## config.mk

```make
export PLATFORM = sky130hd
export DESIGN_NAME = host_mbox_status
export DESIGN_NICKNAME = d
export VERILOG_FILES = /design/src/rtl/mbox_pkg.sv /design/src/rtl/mbox_sync.sv /design/src/rtl/mbox_edge.sv /design/src/rtl/mbox_flag.sv /design/src/rtl/host_mbox_status.sv
export SDC_FILE = /design/constraint.sdc
export NUM_CORES = 1
export LEC_CHECK = 0
export ABC_AREA = 0
export BUFFER_PORTS_ARGS = -buffer_cell sky130_fd_sc_hd__buf_2
export CORE_ASPECT_RATIO = 0.7
export CORE_MARGIN = 2
export CORE_UTILIZATION = 45
export DETAILED_ROUTE_END_ITERATION = 7
export GPL_ROUTABILITY_DRIVEN = 0
export PLACE_DENSITY = 0.7
export SYNTH_ARGS = -nofsm -noshare
export SYNTH_HDL_FRONTEND = slang
export SYNTH_SLANG_ARGS = --single-unit
```

## constraint.sdc

```tcl
create_clock -name clk -period 1.25 [get_ports clk]
set_input_delay 0.25 -clock clk [delete_from_list [all_inputs] [get_ports clk]]
set_output_delay 0.25 -clock clk [all_outputs]
set_load 0.05 [all_outputs]
```

## src/rtl/mbox_pkg.sv

```systemverilog
package mbox_pkg;
  localparam int OBF_POS = 0;
  localparam int IBF_POS = 1;
  localparam int CD_POS  = 3;
  localparam int MIN_W   = CD_POS + 1;
endpackage

```

## src/rtl/mbox_sync.sv

```systemverilog
module mbox_sync #(
  parameter int W      = 4,
  parameter int STAGES = 2,
  parameter logic [W-1:0] RST_VAL = '0
) (
  input  logic         clk,
  input  logic         rst,
  input  logic [W-1:0] d,
  output logic [W-1:0] q
);
  logic [W-1:0] stg [STAGES];

  for (genvar i = 0; i < STAGES; i++) begin : g_stage
    if (i == 0) begin : g_first
      always_ff @(posedge clk) begin
        if (rst) stg[i] <= RST_VAL;
        else     stg[i] <= d;
      end
    end else begin : g_next
      always_ff @(posedge clk) begin
        if (rst) stg[i] <= RST_VAL;
        else     stg[i] <= stg[i-1];
      end
    end
  end

  assign q = stg[STAGES-1];
endmodule

```

## src/rtl/mbox_edge.sv

```systemverilog
module mbox_edge #(
  parameter logic RST_VAL = 1'b0
) (
  input  logic clk,
  input  logic rst,
  input  logic lvl,
  output logic rise,
  output logic fall
);
  logic prev;

  always_ff @(posedge clk) begin
    if (rst) prev <= RST_VAL;
    else     prev <= lvl;
  end

  assign rise = lvl & ~prev;
  assign fall = ~lvl & prev;
endmodule

```

## src/rtl/mbox_flag.sv

```systemverilog
module mbox_flag (
  input  logic clk,
  input  logic rst,
  input  logic set,
  input  logic clr,
  output logic q
);
  always_ff @(posedge clk) begin
    if (rst)      q <= 1'b0;
    else if (set) q <= 1'b1;
    else if (clr) q <= 1'b0;
  end
endmodule

```

## src/rtl/host_mbox_status.sv

```systemverilog
module host_mbox_status
  import mbox_pkg::*;
#(
  parameter int DATA_W      = 8,
  parameter int SYNC_STAGES = 2
) (
  input  logic              clk,
  input  logic              rst,
  input  logic              h_cs_n,
  input  logic              h_a0,
  input  logic              h_rd_n,
  input  logic              h_wr_n,
  input  logic [DATA_W-1:0] h_wdata,
  output logic [DATA_W-1:0] h_rdata,
  input  logic              s_sel,
  input  logic              s_rd,
  input  logic              s_wr,
  input  logic [DATA_W-1:0] s_wdata,
  output logic [DATA_W-1:0] s_rdata,
  output logic              s_irq
);
  localparam int HV_W = DATA_W + 4;
  localparam logic [HV_W-1:0] HV_RST = {1'b1, 1'b0, 1'b1, 1'b1, {DATA_W{1'b0}}};

  initial begin
    if (DATA_W < MIN_W) $error("DATA_W too small for status layout");
  end

  // Host sample vector: {cs_n, a0, rd_n, wr_n, data}
  logic [HV_W-1:0] h_sync, h_last;

  mbox_sync #(.W(HV_W), .STAGES(SYNC_STAGES), .RST_VAL(HV_RST)) u_hsync (
    .clk (clk),
    .rst (rst),
    .d   ({h_cs_n, h_a0, h_rd_n, h_wr_n, h_wdata}),
    .q   (h_sync)
  );

  always_ff @(posedge clk) begin
    if (rst) h_last <= HV_RST;
    else     h_last <= h_sync;
  end

  logic              last_cs_n, last_a0;
  logic [DATA_W-1:0] last_data;
  assign last_cs_n = h_last[DATA_W+3];
  assign last_a0   = h_last[DATA_W+2];
  assign last_data = h_last[DATA_W-1:0];

  logic wr_rise, wr_fall_unused, rd_rise, rd_fall_unused;

  mbox_edge #(.RST_VAL(1'b1)) u_hwr_edge (
    .clk (clk), .rst (rst), .lvl (h_sync[DATA_W]),
    .rise (wr_rise), .fall (wr_fall_unused)
  );
  mbox_edge #(.RST_VAL(1'b1)) u_hrd_edge (
    .clk (clk), .rst (rst), .lvl (h_sync[DATA_W+1]),
    .rise (rd_rise), .fall (rd_fall_unused)
  );

  logic host_wr_ev, host_rd_ev;
  assign host_wr_ev = wr_rise & ~last_cs_n;
  assign host_rd_ev = rd_rise & ~last_cs_n & ~last_a0;

  // Slave strobes, qualified by the data-register select
  logic srd_rise_unused, slv_rd_ev, swr_rise_unused, slv_wr_ev;

  mbox_edge #(.RST_VAL(1'b0)) u_srd_edge (
    .clk (clk), .rst (rst), .lvl (s_rd & ~s_sel),
    .rise (srd_rise_unused), .fall (slv_rd_ev)
  );
  mbox_edge #(.RST_VAL(1'b0)) u_swr_edge (
    .clk (clk), .rst (rst), .lvl (s_wr & ~s_sel),
    .rise (swr_rise_unused), .fall (slv_wr_ev)
  );

  logic ibf, obf, cd;

  mbox_flag u_ibf (.clk (clk), .rst (rst), .set (host_wr_ev), .clr (slv_rd_ev), .q (ibf));
  mbox_flag u_obf (.clk (clk), .rst (rst), .set (slv_wr_ev),  .clr (host_rd_ev), .q (obf));

  logic [DATA_W-1:0] idr, odr;

  always_ff @(posedge clk) begin
    if (rst) begin
      cd  <= 1'b0;
      idr <= '0;
      odr <= '0;
    end else begin
      if (host_wr_ev) begin
        cd  <= last_a0;
        idr <= last_data;
      end
      if (s_wr && !s_sel) odr <= s_wdata;
    end
  end

  logic [DATA_W-1:0] sts;
  always_comb begin
    sts          = '0;
    sts[OBF_POS] = obf;
    sts[IBF_POS] = ibf;
    sts[CD_POS]  = cd;
  end

  always_ff @(posedge clk) begin
    if (rst) begin
      h_rdata <= '0;
      s_rdata <= '0;
    end else begin
      h_rdata <= last_a0 ? sts : odr;
      s_rdata <= s_sel ? sts : idr;
    end
  end

  assign s_irq = ibf;
endmodule

```

Yosys cells after proc, flatten, opt, wreduce, memory -nomap -nowiden
Memory sizes are Yosys's and may differ from the RTL's. Cells that the tools add are included.

Flip-flop bits (word level): 51. Memory bits (writable): 24. Bits of input ports: 25. Output and inout port bits: 17. Word-level logic and storage cells: 50. Memories kept: 1.

Mux-type cells: 11. Bitwise logic cells: 18. Reduce and logical (&&, ||, !) cells: 6.

Memories: u_hsync.stg (words 2, bits a word 12, rd ports 2, clocked after Yosys merged registers in 0, write ports 2, line mbox_sync.sv:11) `logic [W-1:0] stg [STAGES];`.

Operators by type and width (number): two-way mux 12 bit (2); AND 1 bit (9); two-way mux 4 bit (2); two-way mux 1 bit (7); inverter 1 bit (7); nonzero test 2 bit (2); OR reduction 2 bit (2); bitwise OR 1 bit (2); logical AND 1 bit (1); logical NOT 1 bit (1).

Longest topological paths before layout
Gate-level depths: netlist of run 1.

Depth in word-level cells: 6. Gate-level depth with buffers: 5. Gate-level depth less buffers: 3.

By module
From an unflattened synthesis of run 1, not the netlist that was laid out.

Cell total of the unflattened synthesis: 216. Area total of the unflattened synthesis: 2466.1 sq um.

By module, submodules not included: host_mbox_status (times used 1, cells each 142, area each 1581.5 sq um, sequential area each 860.8 sq um); mbox_sync (times used 1, cells each 50, area each 649.4 sq um, sequential area each 480.5 sq um); mbox_edge (u_hrd_edge ...) (times used 2, cells each 4, area each 40.0 sq um, sequential area each 20.0 sq um); mbox_edge (u_srd_edge ...) (times used 2, cells each 4, area each 38.8 sq um, sequential area each 20.0 sq um); mbox_flag (times used 2, cells each 4, area each 38.8 sq um, sequential area each 20.0 sq um).

Worst setup path after synthesis of run 1
No wires, ideal clock.

Kind: register to register. Start: reg h_last[11]. End: reg idr[0]. Setup time: 132 ps. Data arrival time: 924 ps. Required time: 1118 ps. Slack: 193 ps. Cell stages (with the launch flop): 5. Clock period less this slack: 1057 ps. Cells stage by stage: dfxtp_1 > or3b_1 > buf_6 > nand2_1 > a21oi_1.

Cells in the longest elaborated chain, start to end: 2.

RTL lines: start: declaration (line host_mbox_status.sv:30) `logic [HV_W-1:0] h_sync, h_last;`; start signal: assignment (line host_mbox_status.sv:41) `else h_last <= h_sync;`; inverter 1 bit (line host_mbox_status.sv:62) `assign host_wr_ev = wr_rise & ~last_cs_n;`; AND 1 bit (line host_mbox_status.sv:62); end signal: assignment (line host_mbox_status.sv:92) `idr <= last_data;`; end: declaration (line host_mbox_status.sv:82) `logic [DATA_W-1:0] idr, odr;`.

Every way passes these cells. A chain may end at the register's enable or synchronous reset.

Worst setup path after layout of run 1
Start: reg h_last[11]. End: reg idr[7].

Same word-level chain as after synthesis.

==> results by group, run 1 <==
Floorplanning
  – Die ar.: 5470 um2
  – Row count: 21
  – I/O pin count: 42
  – Die width: 87.6 um
  – Placeable Area: 4760 um2
  – Starting density of the core: 46.3%
  – Die height: 62.5 um

Detailed routing
  – Average wire per standard cell: 9.27 um
  – Drt first pass iters: 4
  – Via/cell ratio: 4.17
  – Final ANT Viol Nets: 0
  – Remaining DRCs: 0
  – Total wire length: 3.07 mm
  – DR iter-0 viols: 30
  – Vias post-DR: 1381

Global route
  – Overflow after GRT: 0
  – Vias in the first global route: 1221
  – GR Util met3: 7.40%
  – First-pass GRT wire length: 5.23 mm
  – Overall global routing resource usage: 12.9%
  – GR met2 Demand/Resource: 17.3%
  – Routing usage on met1: 15.8%
  – Initial antenna violation count: 0
  – Layer with the highest usage: met2
  – Largest net degree at the start of global routing: 19

Timing
  – Finish-stage setup viols: 0
  – Final Critical Period: 1.18 ns
  – Slew HR: 76.3%
  – Setup slack after layout: 0.0710 ns
  – Setup repair after global routing missed its margin: no
  – Worst slew pin tran: 0.354 ns
  – Tcrit/Tclk final: 94.3%
  – Count of final max-slew check failures: 0
  – Skew final: 0.00746 ns
  – Final Hold Fails: 0
  – Hold slack: 0.0923 ns
  – FMAX: 848 MHz
  – Setup TNS: 0 ns

Finish
  – FILL cells: 457
  – Most common cell after layout, fill and taps aside: dfxtp_1
  – Layout cell share with drive strength beyond 1: 27.9%
  – Antenna Diode Count: 0
  – Synth-to-Final Area Change: 20.8%
  – Multi-input gate area: 671 um2
  – Commonest non-fill, non-tap cells in the layout: 73 x dfxtp_1, 40 x buf_2, 35 x nand2_1
  – Register Area: 1460 um2
  – Nets: 282

Status
  – Outcome: complete, no violations

Logic synthesis
  – Cells after Synth: 210
  – Synth warn: 0
  – Synthesized Nets: 235
  – Synth cell types: 19
  – Sequential fraction of the synthesis area: 66.4%
  – Syn_area_per_cell: 10.5 um2
  – Synthesized area: 2200 um2
  – Register bit total from synthesis: 73

Placement
  – Post-DP HPWL: 2.09 mm
  – Post-Place Setup Slack: 0.0759 ns
  – I/O Buffers: 41

Clocking
  – Clk slew on worst S/H paths: 0.07 ns
  – H-tree depth: 3
  – Root Buffer: clkbuf_8
  – CTS tree: yes
  – Setup repair bufs after CTS: 0
  – Clk buf depth: 2
  – Num CTS Buffers: 9
  – Clk_lat worst skew: 0.34 ns
  – Clock sinks: 73

Worst setup path
  – Crit Path Category: register to register
  – CP Capture Type: register
  – Critical path endpoint: idr[7]
  – RR Startpoint: h_last[11]
  – Worst EP arrival: 1.41 ns
  – Critical Path Start Type: register
  – R2R depth: 3
  – FF-to-FF End: idr[7]
  – Flop2flop setup slack: 0.07 ns
  – CP max stage delay: 0.54 ns
  – Critical path data required time: 1.48 ns
  – CP max-delay cell: or3b_1
  – CP startpoint: h_last[11]
  – Max FO, Critical Path: 10
  – CP cell instances: or3b_1 > nand2_1 > a21oi_1

Power and ir drop
  – Total Power: 4.16 mW
  – Leakage: 1.11 nW
  – Worst VDD drop: 949 uV
  – Power Dens Cells: 1570 nW/um2

Worst hold path
  – Worst hold-check path type: input port to register

Run
  – Max Cap Viol: 0
==> through the flow <==
stage          cell area [um2]  util (%)  std cells
2_1_floorplan             2200         -        210
5_1_grt                   2660      55.9        331
3_5_place_dp              2480      52.2        315
4_1_cts                   2660      55.9        331
3_3_place_gp              2480      52.2        315
6_report                  2660      55.9        331
==> power breakdown <==
group	internal, mW	total (mW)	switching, mW	leakage (nW)
Combinational	0.0898	0.195	0.105	0.442
Clock	0.721	1.55	0.831	0.0749
Sequential	2.39	2.41	0.0202	0.596
Total	3.21	4.16	0.956	1.11
==> layout make-up <==
cell class              count  share of cell area [%]
multi-input cells         123                    25.2
clock inverters             6                    1.65
clock buffers              10                    4.80
well taps                  69                    3.25
repair buffers             48                    9.79
flip-flops and latches     73                    55.0
inverters                   2                   0.282
==> worst min-delay path by stage <==
stage / end / cells after the start / slack [ns] / startpoint
detailed placement: u_hsync.stg[1][9] / 1 / 0.39 / u_hsync.stg[0][9]
floorplan: u_hsync.stg[0][11] / 1 / 0.35 / h_cs_n
finish: u_hsync.stg[0][11] / 2 / 0.09 / h_cs_n
global placement: u_hsync.stg[1][9] / 1 / 0.39 / u_hsync.stg[0][9]
CTS: u_hsync.stg[0][11] / 2 / 0.07 / h_cs_n
global route: u_hsync.stg[0][8] / 2 / 0.08 / h_wr_n
==> cell usage after synthesis, drive strengths merged <==
cell / count / share of area (%)
dfxtp: 73 / 66
inv: 2 / 0.34
clkbuf: 8 / 1.4
buf: 4 / 1.3
and2: 12 / 3.4
nor3b: 1 / 0.57
mux2i: 6 / 2.7
nor2: 8 / 1.4
nor2b: 29 / 8.2
o41ai: 1 / 0.40
or3b: 1 / 0.40
a21oi: 19 / 4.3
or2: 9 / 2.6
o21ai: 1 / 0.23
nand2b: 1 / 0.28
nand2: 35 / 6.0
==> metal layers <==
layer | vias up | wire (um)
li1 | 750 | -
met2 | 43 | 1330
met3 | 6 | 246
met1 | 582 | 1440
met4 | 0 | 46
met5 | - | 0
==> kinds of logic (layout without fill, tap and decap cells) <==
logic type | Yosys count | in the layout | share of synthesized area [%]
AND/OR/NAND/NOR | 96 | 96 | 22.8
flip-flops | 73 | 73 | 66.4
AO/OA/AOI/OAI | 21 | 21 | 4.95
buffers and inverters | 14 | 66 | 3.07
multiplexers | 6 | 6 | 2.73
==> flip-flops by register name, summed over array words and instances (netlist names), 8 cells and up <==
register,cells
idr,8
h_rdata,8
h_last,12
u_hsync.stg,24
odr,8
s_rdata,8
==> what timing repair did <==
action	in CTS	in global routing
gates resized for setup	1	0
endpoints found under the setup margin	1	0
hold buffers	0	0
==> critical path: cells and delay by family, from the launching register on <==
| family | cells | cell delay, ns |
|---|---|---|
| compound gates | 1 | 0.06 |
| flops | 1 | 0.33 |
| simple gates | 2 | 0.68 |
No activity file was read; power rests on OpenSTA's default activity.
==> run 2: changes to the inputs <==
--- a/config.mk
+++ b/config.mk
@@ -7,6 +7,7 @@
 export LEC_CHECK = 0
 export ABC_AREA = 0
 export BUFFER_PORTS_ARGS = -buffer_cell sky130_fd_sc_hd__buf_2
+export CAP_MARGIN = 40
 export CORE_ASPECT_RATIO = 0.7
 export CORE_MARGIN = 2
 export CORE_UTILIZATION = 45
==> constraint.sdc (replaced) <==
create_clock -name clk -period 1.3 [get_ports clk]
set_input_delay 0.26 -clock clk [delete_from_list [all_inputs] [get_ports clk]]
set_output_delay 0.26 -clock clk [all_outputs]
set_load 0.05 [all_outputs]
==> results by group, run 2 (synthesis results as in run 1) <==
Placement
  – Post-DP HPWL: 2.10 mm (+0.45%)
  – Post-Place Setup Slack: 0.131 ns (+0.0554 ns)
  – I/O Buffers: 41 (unchanged)
  – DP Cell Count: 313 (-0.63%)
  – Area after DPL: 2470 um2 (-0.60%)

Global route
  – Vias in the first global route: 1244 (+1.9%)
  – Routing usage on met1: 15.4% (-0.40 points)
  – Initial antenna violation count: 0 (unchanged)
  – GR Util met3: 8.19% (+0.79 points)
  – Overall global routing resource usage: 13.2% (+0.37 points)
  – Overflow after GRT: 0 (unchanged)
  – GR met2 Demand/Resource: 18.8% (+1.4 points)
  – First-pass GRT wire length: 5.34 mm (+2.1%)
  – Layer with the highest usage: met2
  – Largest net degree at the start of global routing: 32 (+13)

Finish
  – Commonest non-fill, non-tap cells in the layout: 73 x dfxtp_1, 41 x buf_2, 35 x nand2_1
  – Most common cell after layout, fill and taps aside: dfxtp_1
  – Synth-to-Final Area Change: 22.7%
  – Cell Count, Final, Fillers Out: 329 (-0.60%)
  – Top flop regs: u_hsync.stg x24, h_last x12
  – Antenna Diode Count: 0 (unchanged)
  – Final Cell Area: 2700 um2 (+1.6%)
  – Nets: 280 (-0.71%)
  – Layout cell share with drive strength beyond 1: 27.3% (-0.55 points)
  – Register Area: 1460 um2 (unchanged)
  – FILL cells: 427 (-6.6%)
  – Multi-input gate area: 671 um2 (unchanged)
  – Largest register FFs: 24 (unchanged)
  – Reg with most FFs: u_hsync.stg

Worst setup path
  – CP Capture Type: output pin
  – Critical Path Start Type: register
  – Max FO, Critical Path: 4 (-6)
  – Buf+Inv Stages, Crit Path: 1 (+1)
  – CP cell instances: buf_2
  – Critical path depth in cells: 1 (-2)
  – CP max-delay cell: dfxtp_1
  – Critical path's top delay family: flip-flops
  – Worst EP arrival: 0.99 ns (-0.42 ns)
  – Critical path data required time: 1.04 ns (-0.44 ns)
  – R2R depth: 3 (unchanged)
  – CP max stage delay: 0.37 ns (-0.17 ns)
  – Crit Path Category: register to output pin

Floorplanning
  – Starting density of the core: 46.3% (unchanged)
  – Row count: 21 (unchanged)
  – I/O pin count: 42 (unchanged)
  – Die width: 87.6 um (unchanged)
  – Placeable Area: 4760 um2 (unchanged)
  – Die height: 62.5 um (unchanged)
  – Die ar.: 5470 um2 (unchanged)

Detailed routing
  – Final ANT Viol Nets: 0 (unchanged)
  – Total wire length: 3.13 mm (+1.9%)
  – DR iter-0 viols: 45 (+50%)
  – Vias post-DR: 1369 (-0.87%)
  – Remaining DRCs: 0 (unchanged)
  – Via/cell ratio: 4.16 (-0.27%)
  – Average wire per standard cell: 9.50 um (+2.5%)
  – Drt first pass iters: 4 (unchanged)

Timing
  – Setup repair after global routing missed its margin: no
  – Final Hold Fails: 0 (unchanged)
  – Slew HR: 75.5% (-0.84 points)
  – Finish-stage setup viols: 0 (unchanged)
  – Setup slack after layout: 0.0520 ns (-0.0190 ns)
  – Setup TNS: 0 ns (unchanged)
  – Worst slew pin tran: 0.368 ns (+0.0140 ns)
  – Hold slack: 0.101 ns (+0.00898 ns)
  – FMAX: 801 MHz
  – Count of final max-slew check failures: 0 (unchanged)
  – Skew final: 0.00485 ns (-0.00260 ns)
  – Final Critical Period: 1.25 ns
  – Tcrit/Tclk final: 96.0%

Clocking
  – Num CTS Buffers: 9 (unchanged)
  – Clk slew on worst S/H paths: 0.07 ns (about the same)
  – Root Buffer: clkbuf_8
  – Number of gates resized after cts: 0 (-1)
  – Setup repair bufs after CTS: 0 (unchanged)
  – CTS tree: yes
  – Clk buf depth: 2 (unchanged)
  – Clk_lat worst skew: 0.34 ns (about the same)
  – H-tree depth: 3 (unchanged)
  – # hold bufs at CTS: 0 (unchanged)
  – Clock sinks: 73 (unchanged)

Worst hold path
  – Worst hold-check path type: input port to register
  – Worst hold stages: 2 (unchanged)

Power and ir drop
  – Power Dens Cells: 1650 nW/um2 (+5.4%)
  – Leakage: 1.14 nW (+2.2%)
  – Worst VDD drop: 927 uV (-2.3%)

Status
  – Outcome: complete, no violations

Run
  – Max Cap Viol: 0 (unchanged)
run 2: changes by cell type in the layout (fill, tap and decap cells not counted), sizes merged:
cell / delta
bufinv: +2
clkinv: -1
clkinvlp: -2
clkbuf: +2
inv: -1
buf: -2
run 2: worst paths after layout:
| kind | start | to | slack (ns) |
|---|---|---|---|
| worst max-delay path | u_ibf.q | s_irq | 0.05 |
| worst min-delay path | h_wr_n | u_hsync.stg[0][8] | 0.10 |
| worst max register to register | h_last[11] | idr[6] | 0.12 |
| worst min register to register | u_hsync.stg[1][11] | h_last[11] | 0.41 |
run 2: layer usage:
metal,routed length [um],part of all wire (%),vias up
met3,220,7.0,7
met4,59,1.9,0
met2,1330,43,37
li1,-,-,742
met1,1520,49,583
met5,0,0,-
run 2: final cells by class:
type                            count  share of cell area [%]
Sequential cell                    73                    54.1
Timing Repair Buffer               46                    8.99
Clock buffer                       12                    5.75
Inverter                            2                   0.278
Tap cell                           69                    3.20
Clock inverter                      4                    2.78
Multi-Input combinational cell    123                    24.8
run 2: per-stage QoR:
stage	util [%]	total power, mW
after floorplan	-	2.50
after global placement	51.9	2.56
after detailed placement	51.9	2.56
after CTS	56.7	4.52
after global routing	56.7	4.64
final	56.7	4.46
run 2: power breakdown:
group | leakage, nW | switching [mW] | internal, mW
Clock | 0.109 | 0.764 | 1.19
Sequential | 0.596 | 0.0202 | 2.30
Combinational | 0.433 | 0.102 | 0.0824
Total | 1.14 | 0.885 | 3.57
==> run 3: changes to the inputs <==
--- a/config.mk
+++ b/config.mk
@@ -12,8 +12,9 @@
 export CORE_MARGIN = 2
 export CORE_UTILIZATION = 45
 export DETAILED_ROUTE_END_ITERATION = 7
-export GPL_ROUTABILITY_DRIVEN = 0
-export PLACE_DENSITY = 0.7
+export GPL_ROUTABILITY_DRIVEN = 1
+export PLACE_DENSITY = 0.67
+export RECOVER_POWER = 25
 export SYNTH_ARGS = -nofsm -noshare
 export SYNTH_HDL_FRONTEND = slang
 export SYNTH_SLANG_ARGS = --single-unit
==> results by group, run 3 (synthesis results as in run 1) <==
Timing
  – Tcrit/Tclk final: 94.4% (-1.6 points)
  – Finish-stage setup viols: 0 (unchanged)
  – Count of final max-slew check failures: 0 (unchanged)
  – Setup repair after global routing missed its margin: no
  – Final Hold Fails: 0 (unchanged)
  – Skew final: 0.00453 ns (-0.000326 ns)
  – Setup TNS: 0 ns (unchanged)
  – Worst slew pin tran: 0.683 ns (+0.315 ns)
  – Hold slack: 0.0990 ns (-0.00226 ns)
  – FMAX: 815 MHz (+1.7%)
  – Slew HR: 54.5% (-21 points)
  – Final Critical Period: 1.23 ns (-0.0214 ns)

Clocking
  – H-tree depth: 3 (unchanged)
  – Clk slew on worst S/H paths: 0.07 ns (about the same)
  – Clk buf depth: 2 (unchanged)
  – Num CTS Buffers: 9 (unchanged)
  – Setup repair bufs after CTS: 0 (unchanged)
  – # hold bufs at CTS: 0 (unchanged)
  – CTS tree: yes
  – Clock sinks: 73 (unchanged)
  – Root Buffer: clkbuf_8
  – Clk_lat worst skew: 0.34 ns (about the same)

Worst hold path
  – Worst hold-check path type: input port to register
  – Hold_sp: h_rd_n
  – Hold path endpoint: u_hsync.stg[0][9]
  – Worst hold stages: 2 (unchanged)

Finish
  – Layout cell share with drive strength beyond 1: 25.8% (-1.5 points)
  – Commonest non-fill, non-tap cells in the layout: 73 x dfxtp_1, 39 x buf_2, 35 x nand2_1
  – Largest register FFs: 24 (unchanged)
  – Antenna Diode Count: 0 (unchanged)
  – Final Cell Area: 2670 um2 (-1.2%)
  – Most common cell after layout, fill and taps aside: dfxtp_1
  – Cell Count, Final, Fillers Out: 329 (unchanged)
  – Synth-to-Final Area Change: 21.3%
  – Reg with most FFs: u_hsync.stg
  – FILL cells: 454 (+6.3%)
  – Nets: 281 (+0.36%)
  – Top flop regs: u_hsync.stg x24, h_last x12

Detailed routing
  – Total wire length: 3.04 mm (-2.8%)
  – DR iter-0 viols: 71 (+58%)
  – Remaining DRCs: 0 (unchanged)
  – Vias post-DR: 1347 (-1.6%)
  – Average wire per standard cell: 9.23 um (-2.8%)
  – Final ANT Viol Nets: 0 (unchanged)
  – Via/cell ratio: 4.09 (-1.6%)
  – Drt first pass iters: 4 (unchanged)

Placement
  – Area after DPL: 2480 um2 (+0.30%)
  – Post-DP HPWL: 2.04 mm (-2.7%)
  – I/O Buffers: 41 (unchanged)
  – Routability cong.: 0.669
  – DP Cell Count: 314 (+0.32%)

Global route
  – Vias in the first global route: 1124 (-9.6%)
  – Routing usage on met1: 16.7% (+1.3 points)
  – First-pass GRT wire length: 5.09 mm (-4.6%)
  – Initial antenna violation count: 0 (unchanged)
  – Largest net degree at the start of global routing: 20 (-38%)
  – Overflow after GRT: 0 (unchanged)
  – Overall global routing resource usage: 12.7% (-0.53 points)
  – Layer with the highest usage: met1
  – GR Util met3: 8.59% (+0.40 points)
  – GR met2 Demand/Resource: 15.2% (-3.6 points)

Worst setup path
  – CP Capture Type: output pin
  – RR Startpoint: h_last[11]
  – Critical path's top delay family: flip-flops
  – CP cell instances: clkbuf_4
  – Crit Path Category: register to output pin
  – FF-to-FF End: idr[7]
  – Critical path data required time: 1.04 ns (about the same)
  – Critical Path Start Type: register
  – Worst EP arrival: 0.97 ns (-0.02 ns)
  – CP max stage delay: 0.38 ns (about the same)
  – R2R depth: 3 (unchanged)
  – Max FO, Critical Path: 4 (unchanged)
  – Flop2flop setup slack: 0.12 ns (about the same)
  – Buf+Inv Stages, Crit Path: 1 (unchanged)
  – CP max-delay cell: dfxtp_1

Run
  – Max Cap Viol: 0 (unchanged)

Floorplanning
  – Placeable Area: 4760 um2 (unchanged)
  – Starting density of the core: 46.3% (unchanged)
  – Row count: 21 (unchanged)
  – I/O pin count: 42 (unchanged)
  – Die ar.: 5470 um2 (unchanged)
  – Die height: 62.5 um (unchanged)
  – Die width: 87.6 um (unchanged)

Power and ir drop
  – Worst VDD drop: 974 uV (+5.0%)
  – Power Dens Cells: 1580 nW/um2 (-4.4%)
  – Leakage: 1.12 nW (-1.3%)

Status
  – Outcome: complete, no violations
[run 3: power breakdown]
part / internal [mW] / switching (mW)
clock network: 0.974 / 0.732
logic: 0.0823 / 0.0998
registers: 2.30 / 0.0199
[run 3: worst register-to-register path: stages (launching register included)]
cell     delay [ns]
dfxtp_1        0.34
or3b_1         0.54
nand2_1        0.12
a21oi_1        0.07
[run 3: worst max-delay path by stage]
| stage | to | cells past startpoint | start | slack (ns) |
|---|---|---|---|---|
| finish | s_irq | 1 | u_ibf.q | 0.07 |
| global route | s_irq | 1 | u_ibf.q | 0.02 |
| CTS | s_irq | 1 | u_ibf.q | 0.03 |
| detailed placement | idr[7] | 3 | h_last[11] | 0.14 |
| global placement | idr[2] | 3 | h_last[11] | 0.15 |
| floorplan | idr[0] | 4 | h_last[11] | 0.24 |
[run 3: final cells by class]
cell class              instances  area [um2]  area share, %
multi-input cells             123         677           25.4
clock inverters                 3        40.0           1.50
repair buffers                 47         240           9.01
flip-flops and latches         73        1460           54.8
clock buffers                  12         155           5.82
inverters                       2        7.51          0.281
well taps                      69        86.3           3.24
[run 3: through the flow]
stage	utilization, %	power, mW	worst slack [ns]
finish	56.1	4.21	0.0734
global route	56.1	4.39	0.0249
CTS	56.2	4.26	0.0270
detailed placement	52.1	2.56	0.139
global placement	52.1	2.56	0.152
floorplan	-	2.50	0.243
[run 3: routing by layer]
layer	share of wire, %	vias to the layer above
met4	2.3	0
met3	8.7	12
met5	0	-
met2	38	38
met1	51	553
li1	-	744
[run 3: repair_timing]
action | in CTS | in global routing
resized for setup | 0 | 2
setup endpoints to repair | 0 | 5
hold endpoints to repair | 0 | 0
